`src/rtl/lcdt_pkg.sv`:
```
package lcdt_pkg;
  // Strobes passed from the horizontal sequencer to the status datapath
  typedef struct packed {
    logic hbEnter;  // next edge begins horizontal blank
    logic lineEnd;  // next edge begins a new line
  } lcdtStrobe_t;

  localparam int STAT_W = 16;
  localparam int CMP_LO = 8;
endpackage

```
`src/rtl/lcdt_seq.sv`:
```
module lcdt_seq
  import lcdt_pkg::*;
#(
  parameter int ACTIVE_CYC = 960,
  parameter int HBLANK_CYC = 272
) (
  input  logic        clk,
  input  logic        rst,
  output lcdtStrobe_t stb
);
  localparam int LINE_CYC = ACTIVE_CYC + HBLANK_CYC;
  localparam int CYC_W    = $clog2(LINE_CYC);
  localparam logic [CYC_W-1:0] HB_AT  = CYC_W'(ACTIVE_CYC - 1);
  localparam logic [CYC_W-1:0] END_AT = CYC_W'(LINE_CYC - 1);

  logic [CYC_W-1:0] cycQ;

  always_ff @(posedge clk) begin
    if (rst) begin
      cycQ <= '0;
    end else if (cycQ == END_AT) begin
      cycQ <= '0;
    end else begin
      cycQ <= cycQ + 1'b1;
    end
  end

  always_comb begin
    stb.hbEnter = (cycQ == HB_AT);
    stb.lineEnd = (cycQ == END_AT);
  end
endmodule

```
`src/rtl/lcdt_regs.sv`:
```
module lcdt_regs
  import lcdt_pkg::*;
#(
  parameter int VIS_LINES   = 160,
  parameter int TOTAL_LINES = 228
) (
  input  logic                           clk,
  input  logic                           rst,
  input  lcdtStrobe_t                    stb,
  input  logic                           wrEn,
  input  logic [STAT_W-1:0]              wrData,
  output logic [STAT_W-1:0]              status,
  output logic [$clog2(TOTAL_LINES)-1:0] lineCount,
  output logic                           irqHblank,
  output logic                           irqVblank,
  output logic                           irqMatch,
  output logic                           dmaHblank,
  output logic                           dmaVblank,
  output logic                           frameDone
);
  localparam int LINE_W = $clog2(TOTAL_LINES);
  localparam logic [LINE_W-1:0] LAST_LINE = LINE_W'(TOTAL_LINES - 1);
  localparam logic [LINE_W-1:0] VB_LINE   = LINE_W'(VIS_LINES);

  logic [LINE_W-1:0] lineQ, nextLine;
  logic              vbFlag, hbFlag, matchFlag;
  logic              enVb, enHb, enMatch;
  logic [7:0]        cmpQ;
  logic              wrapNow, vbEnterNow, matchNow;
  logic              unusedBits;

  assign unusedBits = ^{wrData[7:6], wrData[2:0]};

  always_comb begin
    nextLine   = (lineQ == LAST_LINE) ? '0 : lineQ + 1'b1;
    wrapNow    = stb.lineEnd && (lineQ == LAST_LINE);
    vbEnterNow = stb.lineEnd && (nextLine == VB_LINE);
    matchNow   = (16'(nextLine) == {8'd0, cmpQ});
  end

  always_ff @(posedge clk) begin
    if (rst) begin
      lineQ     <= '0;
      vbFlag    <= 1'b0;
      hbFlag    <= 1'b0;
      matchFlag <= 1'b0;
      enVb      <= 1'b0;
      enHb      <= 1'b0;
      enMatch   <= 1'b0;
      cmpQ      <= '0;
      irqHblank <= 1'b0;
      irqVblank <= 1'b0;
      irqMatch  <= 1'b0;
      dmaHblank <= 1'b0;
      dmaVblank <= 1'b0;
      frameDone <= 1'b0;
    end else begin
      irqHblank <= 1'b0;
      irqVblank <= 1'b0;
      irqMatch  <= 1'b0;
      dmaHblank <= 1'b0;
      dmaVblank <= 1'b0;
      frameDone <= 1'b0;
      if (wrEn) begin
        enVb    <= wrData[3];
        enHb    <= wrData[4];
        enMatch <= wrData[5];
        cmpQ    <= wrData[15:CMP_LO];
      end
      if (stb.hbEnter) begin
        hbFlag    <= 1'b1;
        irqHblank <= enHb;
        dmaHblank <= !vbFlag;
      end
      if (stb.lineEnd) begin
        hbFlag    <= 1'b0;
        lineQ     <= nextLine;
        matchFlag <= matchNow;
        irqMatch  <= enMatch && matchNow;
        if (vbEnterNow) begin
          vbFlag    <= 1'b1;
          irqVblank <= enVb;
          dmaVblank <= 1'b1;
        end
        if (wrapNow) begin
          vbFlag    <= 1'b0;
          frameDone <= 1'b1;
        end
      end
    end
  end

  assign status    = {cmpQ, 2'b00, enMatch, enHb, enVb, matchFlag, hbFlag, vbFlag};
  assign lineCount = lineQ;
endmodule

```
`src/rtl/lcd_scan_timing.sv`:
```
module lcd_scan_timing
  import lcdt_pkg::*;
#(
  parameter int ACTIVE_CYC  = 960,
  parameter int HBLANK_CYC  = 272,
  parameter int VIS_LINES   = 160,
  parameter int TOTAL_LINES = 228
) (
  input  logic                           clk,
  input  logic                           rst,
  input  logic                           wrEn,
  input  logic [15:0]                    wrData,
  output logic [15:0]                    status,
  output logic [$clog2(TOTAL_LINES)-1:0] lineCount,
  output logic                           irqHblank,
  output logic                           irqVblank,
  output logic                           irqMatch,
  output logic                           dmaHblank,
  output logic                           dmaVblank,
  output logic                           frameDone
);
  lcdtStrobe_t stb;

  lcdt_seq #(
    .ACTIVE_CYC(ACTIVE_CYC),
    .HBLANK_CYC(HBLANK_CYC)
  ) u_seq (
    .clk(clk),
    .rst(rst),
    .stb(stb)
  );

  lcdt_regs #(
    .VIS_LINES(VIS_LINES),
    .TOTAL_LINES(TOTAL_LINES)
  ) u_regs (
    .clk(clk),
    .rst(rst),
    .stb(stb),
    .wrEn(wrEn),
    .wrData(wrData),
    .status(status),
    .lineCount(lineCount),
    .irqHblank(irqHblank),
    .irqVblank(irqVblank),
    .irqMatch(irqMatch),
    .dmaHblank(dmaHblank),
    .dmaVblank(dmaVblank),
    .frameDone(frameDone)
  );
endmodule

```
`config.mk`:
```
export PLATFORM = sky130hd
export DESIGN_NAME = lcd_scan_timing
export DESIGN_NICKNAME = d
export VERILOG_FILES = /design/src/rtl/lcdt_pkg.sv /design/src/rtl/lcdt_seq.sv /design/src/rtl/lcdt_regs.sv /design/src/rtl/lcd_scan_timing.sv
export SDC_FILE = /design/constraint.sdc
export NUM_CORES = 1
export LEC_CHECK = 0
export BUFFER_PORTS_ARGS = -buffer_cell sky130_fd_sc_hd__buf_2
export CAP_MARGIN = 20
export CORE_MARGIN = 2
export CORE_UTILIZATION = 30
export DETAILED_ROUTE_END_ITERATION = 10
export GPL_ROUTABILITY_DRIVEN = 0
export MAX_ROUTING_LAYER = met4
export PLACE_DENSITY = 0.6
export SLEW_MARGIN = 20
export SYNTH_ARGS = -nofsm -noshare
export SYNTH_HDL_FRONTEND = slang
export SYNTH_SLANG_ARGS = --single-unit
```
`constraint.sdc`:
```
create_clock -name clk -period 4.6 [get_ports clk]
set_input_delay 0.23 -clock clk [delete_from_list [all_inputs] [get_ports clk]]
set_output_delay 0.23 -clock clk [all_outputs]
set_load 0.02 [all_outputs]
```
# Yosys cells after proc, flatten, opt, wreduce, memory -nomap -nowiden
# Cells that the tools add are included.
[totals] ff_bits=39 inputBits=19 output_inout_bits=30 wordCells=40
[op_classes] n_addsub=2 n_eq_ne=5 muxes=5 bitwise_logic=3 reduce_logical=10
[op_table] operator="$eq A8 B8 Y1 const B" n=2
[op_table] operator="$add A11 B1 Y11 const B" n=1
[op_table] operator="$eq A11 B10 Y1 const B" n=1
[op_table] operator="$eq A11 B11 Y1 const B" n=1
[op_table] operator="$add A8 B1 Y8 const B" n=1
[op_table] operator="$eq A8 B8 Y1" n=1
[op_table] operator="$mux W8" n=1
[op_table] operator="$reduce_or A2 Y1" n=3
[op_table] operator="$mux W1" n=4
[op_table] operator="$logic_and A1 B1 Y1" n=3
[op_table] operator="$not A1 Y1" n=3
[op_table] operator="$reduce_or A3 Y1" n=1
[op_table] operator="$reduce_and A2 Y1" n=1
[op_table] operator="$reduce_bool A2 Y1" n=1
[op_table] operator="$logic_not A1 Y1" n=1

# Logic depth before layout (Yosys ltp)
# Gate-level depths: netlist of the first run.
[logic_depth] word_depth=6 ltp_mapped=7

# Hierarchy
# A second synthesis of the first run with hierarchy kept.
[hier_totals] hier_cells=228 area_unflattened_um2=2044.5
[modules_own_cells] mod="lcdt_regs" n_inst=1 cells_per_inst=170 area_each_um2=1517.7 seq_area_each_um2=560.5
[modules_own_cells] mod="lcdt_seq" n_inst=1 cells_per_inst=58 area_each_um2=526.8 seq_area_each_um2=220.2

# Worst setup path after synthesis of the first run
# Ideal clock, no wire load.
[synth_path] path_type="register -> register" from="register u_regs.lineQ[1], in the netlist u_regs.lineCount[1]" to="register u_regs.matchFlag" setup_ps=123 t_arrival_ps=1775 required_time_ps=4477 path_slack_ps=2701 stages_incl_launch_ff=7 path_buffers=0 period_less_slack_ps=1899 cell_sequence="dfxtp_1 > ha_1 > and4bb_4 > a211oi_2 > o31a_1 > o22ai_1 > o21ai_1"
[synth_via] elab_chain_cells=3 elab_cells_between_ends=4 classes_between="add/sub: 1; eq/ne: 2; mux: 1"
[synth_rtl] item="from (decl)" line_no="lcdt_regs.sv:25" source="logic [LINE_W-1:0] lineQ, nextLine;"
[synth_rtl] item="from (signal assigned)" line_no="lcdt_regs.sv:77" source="lineQ <= nextLine;"
[synth_rtl] item="$add A8 B1 Y8 or $eq A8 B8 Y1 (tied branches)" line_no="lcdt_regs.sv:35" source="nextLine = (lineQ == LAST_LINE) ? '0 : lineQ + 1'b1;"
[synth_rtl] item="$mux W8 (*)" line_no="lcdt_regs.sv:35"
[synth_rtl] item="$eq A8 B8 Y1 (*)" line_no="lcdt_regs.sv:38" source="matchNow = (16'(nextLine) == {8'd0, cmpQ});"
[synth_rtl] item="to (signal assigned)" line_no="lcdt_regs.sv:78" source="matchFlag <= matchNow;"
[synth_rtl] item="to (decl)" line_no="lcdt_regs.sv:26" source="logic vbFlag, hbFlag, matchFlag;"
# Mark *: on every way between the ends. The rest lies on a longest branch, timed or not.
# A chain may end at the register's enable or synchronous reset.

# Worst setup path in the final report of the first run
[layout_path] from="register u_regs.lineQ[0], in the netlist u_regs.lineCount[0]" to="register u_regs.matchFlag"
# The elaborated chain is that of the path after synthesis.

==> results by stage, run 1 <==
Run status:
- The run finished with clean final reports.

STA:
- Setup violations remaining at the end of the flow were counted as 0.
- The normalized max-slew margin is a little over two fifths.
- The clock skew after layout is 0.005265 ns.
- Based on the critical path, the design can be clocked at up to 0.4167 GHz.
- The count of endpoints failing hold in the final timing report came to 0.
- In the final timing run, aggregate negative setup slack is 0 ns.
- The period utilization is 52.17%.
- The transition time at the pin with the least slew margin is approximately 0.84 ns.
- The max-slew violation total from the final report is 0.
- For the finished layout, the period the worst path requires is 2.400 ns.
- Setup repair after global routing left no endpoint under its margin.

Clock tree:
- The post-cts gate resize count is 0.
- After clock tree synthesis, the setup repair step added 0 buffers.
- The clock tree synthesis step divided the H-tree into 2 levels.
- The clock reaches the later pin of the worst-skew pair after 0.29 ns.
- The quantity of hold-fixing buffers added after cts is 0.
- The TritonCTS sink count is 39.
- The clock-pin transition on the worst setup and hold timing paths is ~0.080 ns.
- In this run the deepest clock path goes through 2 buffers.
- The TritonCTS clock tree is yes.
- The cell at the root of the clock tree is sky130_fd_sc_hd__clkbuf_8.
- In this run, CTS created clock tree buffers numbering 5.

Worst hold path:
- In this run the most critical hold path is launched from wrData[12].
- The worst hold path passes through 3 cells.
- The min-delay analysis places its worst path in the category input pin to flop.
- The terminating pin of the worst hold path is u_regs.cmpQ[4].

Setup path:
- In this run the critical register-to-register path is launched from u_regs.lineCount[0].
- The worst reg2reg path endpoint is u_regs.matchFlag.
- STA classifies the critical path endpoint as a flop.
- The data arrival time of the critical path is between 2 and 3 ns.
- The data required time at the worst endpoint is 4.77 ns.
- The path type of the worst setup path is flop to flop.
- In this run the register-to-register setup slack is 2.20 ns.
- The cell count of the worst reg-to-reg path is 6.
- The sort of element at the start of the critical path is a flop.
- The peak fanout along the critical path is 14.

Logic synthesis:
- The share of flip-flops with an asynchronous set or reset after synthesis is 0%.
- The number of enable flip-flop cells after synthesis is 0.
- By count the netlist is led by sky130_fd_sc_hd__dfxtp_1 (39), sky130_fd_sc_hd__nor2_1 (32), sky130_fd_sc_hd__nand2_1 (18), sky130_fd_sc_hd__mux2i_1 (13), sky130_fd_sc_hd__xnor2_1 (13).
- Sequential elements use a little over a third of the synthesized area.
- In the synthesized netlist the dominant register cell turns out to be sky130_fd_sc_hd__dfxtp_1.
- The count of different cell masters after synthesis is 54.
- Among all cell types in the netlist, the one instantiated most often is sky130_fd_sc_hd__dfxtp_1.
- Each instance of the synthesized netlist takes up on average roughly 9 µm².
- After technology mapping, the gate count stands at 249.
- The register bit count reported by yosys is 39.
- The biggest area consumer among synthesized cells is sky130_fd_sc_hd__dfxtp_1.
- The Yosys step of the flow raised 0 warnings.
- Ranked by total cell area, the synthesized netlist is headed by sky130_fd_sc_hd__dfxtp_1 (36%), sky130_fd_sc_hd__mux2i_1 (6.0%), sky130_fd_sc_hd__nor2_1 (5.5%), sky130_fd_sc_hd__xnor2_1 (5.2%), sky130_fd_sc_hd__buf_4 (3.4%).
- The combined area of all synthesized cells is 2178 µm².
- The top-area cell type share of the netlist area is 35.84%.

Pwr:
- The switching power summed over all nets is 163.5 µW.
- The share of total power dissipated in sequential elements is 47.2%.
- The switching part of the total power is between 20 and 25%.
- The fraction of power consumed by combinational cells is 7.3%.
- The internal power consumption is 585.4 µW.
- Summing internal, switching and leakage power gives 748.9 µW.
- IR analysis of the VDD net gives a maximum drop of 150.0 µV.
- The cell area power density is 300.6 nW/µm².
- The power share of the clock group is a little under half.
- The leakage component of the power is between 0.0009 and 0.001 µW.

Placement:
- Once placement completed, the tool counted placed cells totaling 367.
- The number of buffers inserted by port buffering is just over 40.
- Summed over all nets, the half-perimeter wirelength after detailed placement is about 3.5 mm.

Final layout:
- From synthesis to final layout, the design area changed by 14.36%.
- The diode insertion count for antenna repair is 0.
- The layout cell share with drive strength beyond 1 is 22.46%.
- The final layout net count is 296.
- After the flow finishes, the layout carries non-filler instances totaling 375.

Floorplanning:
- After floorplanning, the core was divided into 31 placement rows.
- For this configuration, the core starts out at a cell density of 30.52%.
- The die covers just under 8000 µm².
- The number of placed I/O pins is 49.
- The die width is a little under 90 µm.
- The placeable core region is 7137 µm².
- In this run the vertical extent of the chip is approximately 90 µm.

Drt:
- The via count of the routed design is 1838.
- The DRC violation count after routing is 0.
- The violation count after the first detailed-route iteration is 112.
- The first detailed-routing pass ran for 4 iterations.
- After detailed routing, the number of vias per cell comes to 4.901.
- The routed length per instance is 13.14 µm.
- The final layout contains routed wiring with a total length of roughly 5 mm.
- The number of nets with antenna violations after detailed routing is 0.

GRT:
- The first global-routing pass estimated 7.769 mm of wire.
- The maximum number of pins on one net before global-route repair is 30.
- The total congestion overflow is 0.
- The number of global-route vias before repair is 1591.
- The number of antenna violations at the first check in global routing came to 0.
- Global routing used approximately an eighth of the available tracks.

Job:
- The number of max-cap violations is 0.
layout by cell type (no fill, tap or decap), drive strengths merged, types with 2 or more instances in the layout:
cell type  count
a21oi          6
o21ai          6
conb           2
a211oi         4
a22oi          3
xor2           2
nor2b          2
nor4b          2
nor3b          2
mux2i         13
nand4b         2
inv            6
nand2         18
clkbuf         6
ha             2
nor2          32
and4bb         2
and2           2
and3          11
a31oi          3
xnor2         13
nor3           6
buf           41
bufinv         2
nand2b         3
or3            2
o21a           2
a2111oi        2
or3b           2
nand3b         3
o211ai         3
a311oi         4
dfxtp         39
nand3         12
nand4          4
nor4           3
critical path: stages (launching register included):
cell and delay [ns]:
sky130_fd_sc_hd__dfxtp_1 0.58, sky130_fd_sc_hd__ha_1 0.55, sky130_fd_sc_hd__and4bb_4 0.34, sky130_fd_sc_hd__a211oi_2 0.09, sky130_fd_sc_hd__o31a_1 0.33, sky130_fd_sc_hd__o22ai_1 0.29
sky130_fd_sc_hd__o21ai_1 0.11
power by group through the flow:
| stage | clock (µW) | combinational [µW] | sequential (µW) |
|---|---|---|---|
| floorplan | 0 | 37.6 | 365 |
| global placement | 0 | 54.6 | 361 |
| detailed placement | 0 | 55.6 | 362 |
| global route | 360 | 60.9 | 355 |
| finish | 341 | 54.4 | 354 |
| CTS | 350 | 55.6 | 354 |
state kept, by name, indices dropped and copies added, names as in the netlist:
register	cells
u_regs.cmpQ	8
u_regs.dmaHblank	1
u_regs.dmaVblank	1
u_regs.enHb	1
u_regs.enMatch	1
u_regs.enVb	1
u_regs.frameDone	1
u_regs.hbFlag	1
u_regs.irqHblank	1
u_regs.irqMatch	1
u_regs.irqVblank	1
u_regs.lineCount	8
u_regs.matchFlag	1
u_regs.vbFlag	1
u_seq.cycQ	11
worst max-delay path by stage:
stage / to / start
after global placement: u_regs.matchFlag / u_regs.lineCount[0]
after CTS: u_regs.matchFlag / u_regs.lineCount[0]
final: u_regs.matchFlag / u_regs.lineCount[0]
after floorplan: u_regs.matchFlag / u_regs.lineCount[1]
after detailed placement: u_regs.matchFlag / u_regs.lineCount[0]
after global routing: u_regs.irqMatch / u_regs.lineCount[0]
stage by stage:
stage          area (µm²)  hold slack [ns]  util [%]  worst slack, ns
5_1_grt              2491           0.1727     34.91            1.991
2_1_floorplan        2182           0.3772         -            2.701
3_3_place_gp         2359           0.4255     33.05            2.278
4_1_cts              2491           0.1646     34.91            2.225
6_report             2491           0.1687     34.91            2.200
3_5_place_dp         2359           0.4334     33.05            2.252
routing by layer:
metal / global-route usage [%] / vias up / wire length (µm)
met1: 17.39 / 855 / 2345
met3: 2.585 / 6 / 301
met4: 3.256 / 0 / 60
met2: 19.73 / 50 / 2222
met5: - / - / 0
li1: - / 927 / -
cell type report:
cell class,instances,area (µm²)
inverter,6,22.52
timing repair buffer,41,205.2
multi-input combinational,182,1226
tap,99,123.9
clock inverter,2,60.06
clock buffer,6,72.57
fill,793,4646
sequential,39,780.7
cells by family (layout without fill, tap and decap cells):
logic type	Yosys count	count (layout)	share of synthesized area, %
flip-flops	39	39	35.84
buffers and inverters	29	55	8.041
XOR/XNOR	15	15	6.031
other	1	2	0.1721
multiplexers	13	13	5.973
adder cells (fa/ha/maj)	2	2	1.149
AO/OA/AOI/OAI	38	38	13.73
AND/OR/NAND/NOR	112	112	29.06
Power figures use the tool's default switching activity.
==> inputs of run 2 (changes only) <==
- PLACE_DENSITY: 0.6 -> 0.62
- clock period: 4.6 -> 2.1 ns (I/O delays scaled with it)
==> run 2 against run 1 <==
- non-clock buffer count is 9 higher
- final cell count is 2.4% higher
- combinational power up 120%
- via count increased by 1.9%
- register-to-register slack worse by 2.0 ns
- global-route usage rose by 0.83 points
- clock power rose by 50%
- utilization up 0.33 points
- first-iteration DRC count unchanged
- flip-flop and latch count stayed put
- fmax grew 29%
- critical path depth down 1
- largest power group unchanged
==> results by stage, run 2 (same netlist as run 1, synthesis figures left out) <==
Clock tree:
- The maximum level of the CTS H-tree was 2 (unchanged).
- The cell at the root of the clock tree is sky130_fd_sc_hd__clkbuf_8 (unchanged).
- The clock-pin transition on the worst setup and hold timing paths is 0.08 ns (about the same).
- The quantity of hold-fixing buffers added after cts is 0 (unchanged).
- The number of buffers added for setup after CTS was 0 (unchanged).
- The largest buffer count on any clock path was 2 (unchanged).
- The number of buffers added by the clock tree synthesis step is 5 (unchanged).
- The post-cts gate resize count is 0 (unchanged).
- The TritonCTS sink count came to 39 (unchanged).
- The TritonCTS clock tree is yes (unchanged).
- The insertion delay to the later sink of the worst-skew pair is 0.29 ns (about the same).

Final layout:
- The most flop-heavy register is u_seq.cycQ (unchanged).
- The diode insertion count for antenna repair came to 0 (unchanged).
- The number of flip-flops under the largest register name is 11 (unchanged).
- The synthesis-to-finish area growth was 15.45% (was 14.36%).
- The final layout net count is 305 (was 296).
- The filler-free cell count of the finished design is 384 (was 375).
- Most frequent cells in the layout: sky130_fd_sc_hd__buf_2 (41), sky130_fd_sc_hd__dfxtp_1 (39), sky130_fd_sc_hd__nor2_1 (32), sky130_fd_sc_hd__nand2_1 (18) (unchanged).
- The layout cell share with drive strength beyond 1 is 25.26% (was 22.46%).
- The most common cell after layout, fill and taps aside was sky130_fd_sc_hd__buf_2 (unchanged).
- The number of inserted filler cells in the final layout is 777 (was 793).
- The final design instance area without fill was 2515 µm² (was 2491 µm²).

Setup path:
- The sort of element at the start of the critical path is a flop (unchanged).
- The kind of end point of the critical path is a flop (unchanged).
- The slack of the worst reg-to-reg path is 0.24 ns (was 2.20 ns).
- The startpoint of the most critical register-to-register path is u_regs.lineCount[4] (was u_regs.lineCount[0]).
- The cell count of the worst reg-to-reg path was 5 (was 6).
- The path type of the worst setup path is flop to flop (unchanged).
- Cells along the critical path: nand4_1, and3_1, o31a_1, o22ai_1, o21ai_1 (was ha_1, and4bb_4, a211oi_2, o31a_1, o22ai_1, o21ai_1).
- The sum of buffers and inverters on the critical path is 0 (unchanged).
- The worst reg2reg path endpoint is u_regs.matchFlag (unchanged).
- The data required time at the worst endpoint was 2.28 ns (was 4.77 ns).
- The largest stage delay on the critical path is 0.59 ns (was 0.58 ns).
- The peak fanout along the critical path is 11 (was 14).
- The category of cells accounting for the largest share of critical-path delay is compound AO/OA/AOI/OAI gates (unchanged).
- The highest-delay cell along the critical path is sky130_fd_sc_hd__dfxtp_1 (unchanged).
- The data arrival time of the critical path is 2.03 ns (was 2.57 ns).

Floorplanning:
- The height of the die is 89.21 µm (unchanged).
- The area enclosed by the die boundary was 7958 µm² (unchanged).
- The initial cell density of the core is 30.52% (unchanged).
- The standard-cell row count is 31 (unchanged).
- The placeable core region is 7137 µm² (unchanged).
- The number of placed I/O pins is 49 (unchanged).
- The die width is 89.21 µm (unchanged).

STA:
- The period utilization is 88.37% (was 52.17%).
- The setup total negative slack was 0 ns (unchanged).
- The highest attainable clock frequency is 0.5388 GHz (was 0.4167 GHz).
- The minimum clock period after layout was 1.856 ns (was 2.400 ns).
- The max-slew violation total from the final report came to 0 (unchanged).
- The clock skew after layout is 0.002851 ns (was 0.005265 ns).
- The number of endpoints failing setup at the final stage is 0 (unchanged).
- The count of endpoints failing hold in the final timing report was 0 (unchanged).
- Setup repair after global routing missed its margin: false (unchanged).
- The normalized max-slew margin came to 66.15% (was 43.93%).
- The transition time at the pin with the least slew margin came to 0.5044 ns (was 0.8399 ns).

Run status:
- Result of the run: finished clean (unchanged).

GRT:
- The number of global-route vias before repair is 1733 (was 1591).
- The global-route wire length before repair is 8.266 mm (was 7.769 mm).
- The maximum number of pins on one net before global-route repair is 19 (was 30).
- The total congestion overflow came to 0 (unchanged).
- The number of antenna violations at the first check in global routing was 0 (unchanged).
- The total global routing track utilization came to 13.70% (was 12.87%).

Pwr:
- The overall power of the completed layout is 1409 µW (was 748.9 µW).
- The switching power summed over all nets is 368.8 µW (was 163.5 µW).
- The cell area power density came to 560.1 nW/µm² (was 300.6 nW/µm²).
- The sequential share of power is 55.0% (was 47.2%).
- The power share of the clock group is 36.3% (was 45.5%).
- The leakage component of the power is 0.001001 µW (was 0.0009789 µW).
- The switching part of the total power is 26.19% (was 21.83%).
- The worst supply voltage drop on vdd was 212.9 µV (was 150.0 µV).
- The fraction of power consumed by combinational cells is 8.7% (was 7.3%).
- The internal power consumption was 1040 µW (was 585.4 µW).

Placement:
- The number of buffers inserted by port buffering is 41 (unchanged).
- The placed wire-length estimate is 3.702 mm (was 3.547 mm).
- The placed cell count was 376 (was 367).
- The placed instance area came to 2426 µm² (was 2359 µm²).

Drt:
- The DRC violation count after routing came to 0 (unchanged).
- The violation count after the first detailed-route iteration was 112 (unchanged).
- The per-cell via count in the routed design is 4.878 (was 4.901).
- The detailed-route wire length is 4.993 mm (was 4.929 mm).
- The routed length per instance is 13.00 µm (was 13.14 µm).
- The via count of the routed design is 1873 (was 1838).
- The number of nets with antenna violations after detailed routing is 0 (unchanged).
- The detailed-routing iteration count for the pre-antenna-repair pass is 4 (unchanged).

Worst hold path:
- The launch point of the worst hold path is wrData[13] (was wrData[12]).
- The class of the worst hold path is input pin to flop (unchanged).
- The number of cells on the worst hold path was 3 (unchanged).
- The terminating pin of the worst hold path is u_regs.cmpQ[5] (was u_regs.cmpQ[4]).

Job:
- The number of max-cap violations is 0 (unchanged).
## run 2: cell types whose count changed in the layout (fill, tap and decap cells not counted)
cell                         before  now
sky130_fd_sc_hd__clkbuf_1         1    0
sky130_fd_sc_hd__clkinvlp_4       0    2
sky130_fd_sc_hd__buf_4            0    9
sky130_fd_sc_hd__clkinv_2         0    1
sky130_fd_sc_hd__bufinv_16        2    0
## run 2: layer usage
layer	GRT usage, %	vias up	share of wire (%)
li1	-	947	-
met1	18.17	878	49
met2	20.94	43	46
met3	2.770	5	4.4
met4	4.342	0	1.0
met5	-	-	0
## run 2: through the flow
stage / worst slack (ns) / utilization, % / hold slack (ns)
3_3_place_gp: 0.2948 / 33.99 / 0.3424
4_1_cts: 0.2464 / 35.24 / 0.04048
3_5_place_dp: 0.2566 / 33.99 / 0.3496
2_1_floorplan: 0.2015 / - / 0.2522
5_1_grt: 0.06609 / 35.24 / 0.04702
6_report: 0.2441 / 35.24 / 0.04419
## run 2: layout make-up
cell class,count,area [µm²],area share (%)
inverters,6,22.52,0.8955
repair buffers,50,272.8,10.85
well taps,99,123.9,4.925
multi-input cells,182,1226,48.76
clock inverters,3,20.02,0.7960
flip-flops and latches,39,780.7,31.04
clock buffers,5,68.82,2.736
## run 2: worst register-to-register path, delay by kind of cell, from the launching register on
kind	cells	cell delay [ns]
compound gates	3	0.68
flops	1	0.59
simple gates	2	0.48
## run 2: how the worst max path moves through the flow
stage | from | to | slack [ns] | depth (start not counted)
4_1_cts | u_regs.lineCount[4] | u_regs.matchFlag | 0.25 | 5
2_1_floorplan | u_regs.lineCount[1] | u_regs.matchFlag | 0.20 | 6
3_5_place_dp | u_regs.lineCount[4] | u_regs.matchFlag | 0.26 | 5
6_report | u_regs.lineCount[4] | u_regs.matchFlag | 0.24 | 5
5_1_grt | u_regs.lineCount[2] | u_regs.irqMatch | 0.07 | 6
3_3_place_gp | u_regs.lineCount[2] | u_regs.irqMatch | 0.29 | 6
## run 2: power groups by stage
stage          Sequential [µW]  Clock (µW)  Combinational [µW]
2_1_floorplan              799           0                82.4
3_3_place_gp               792           0                 122
6_report                   775         512                 122
4_1_cts                    775         533                 125
5_1_grt                    779         567                 136
3_5_place_dp               792           0                 124
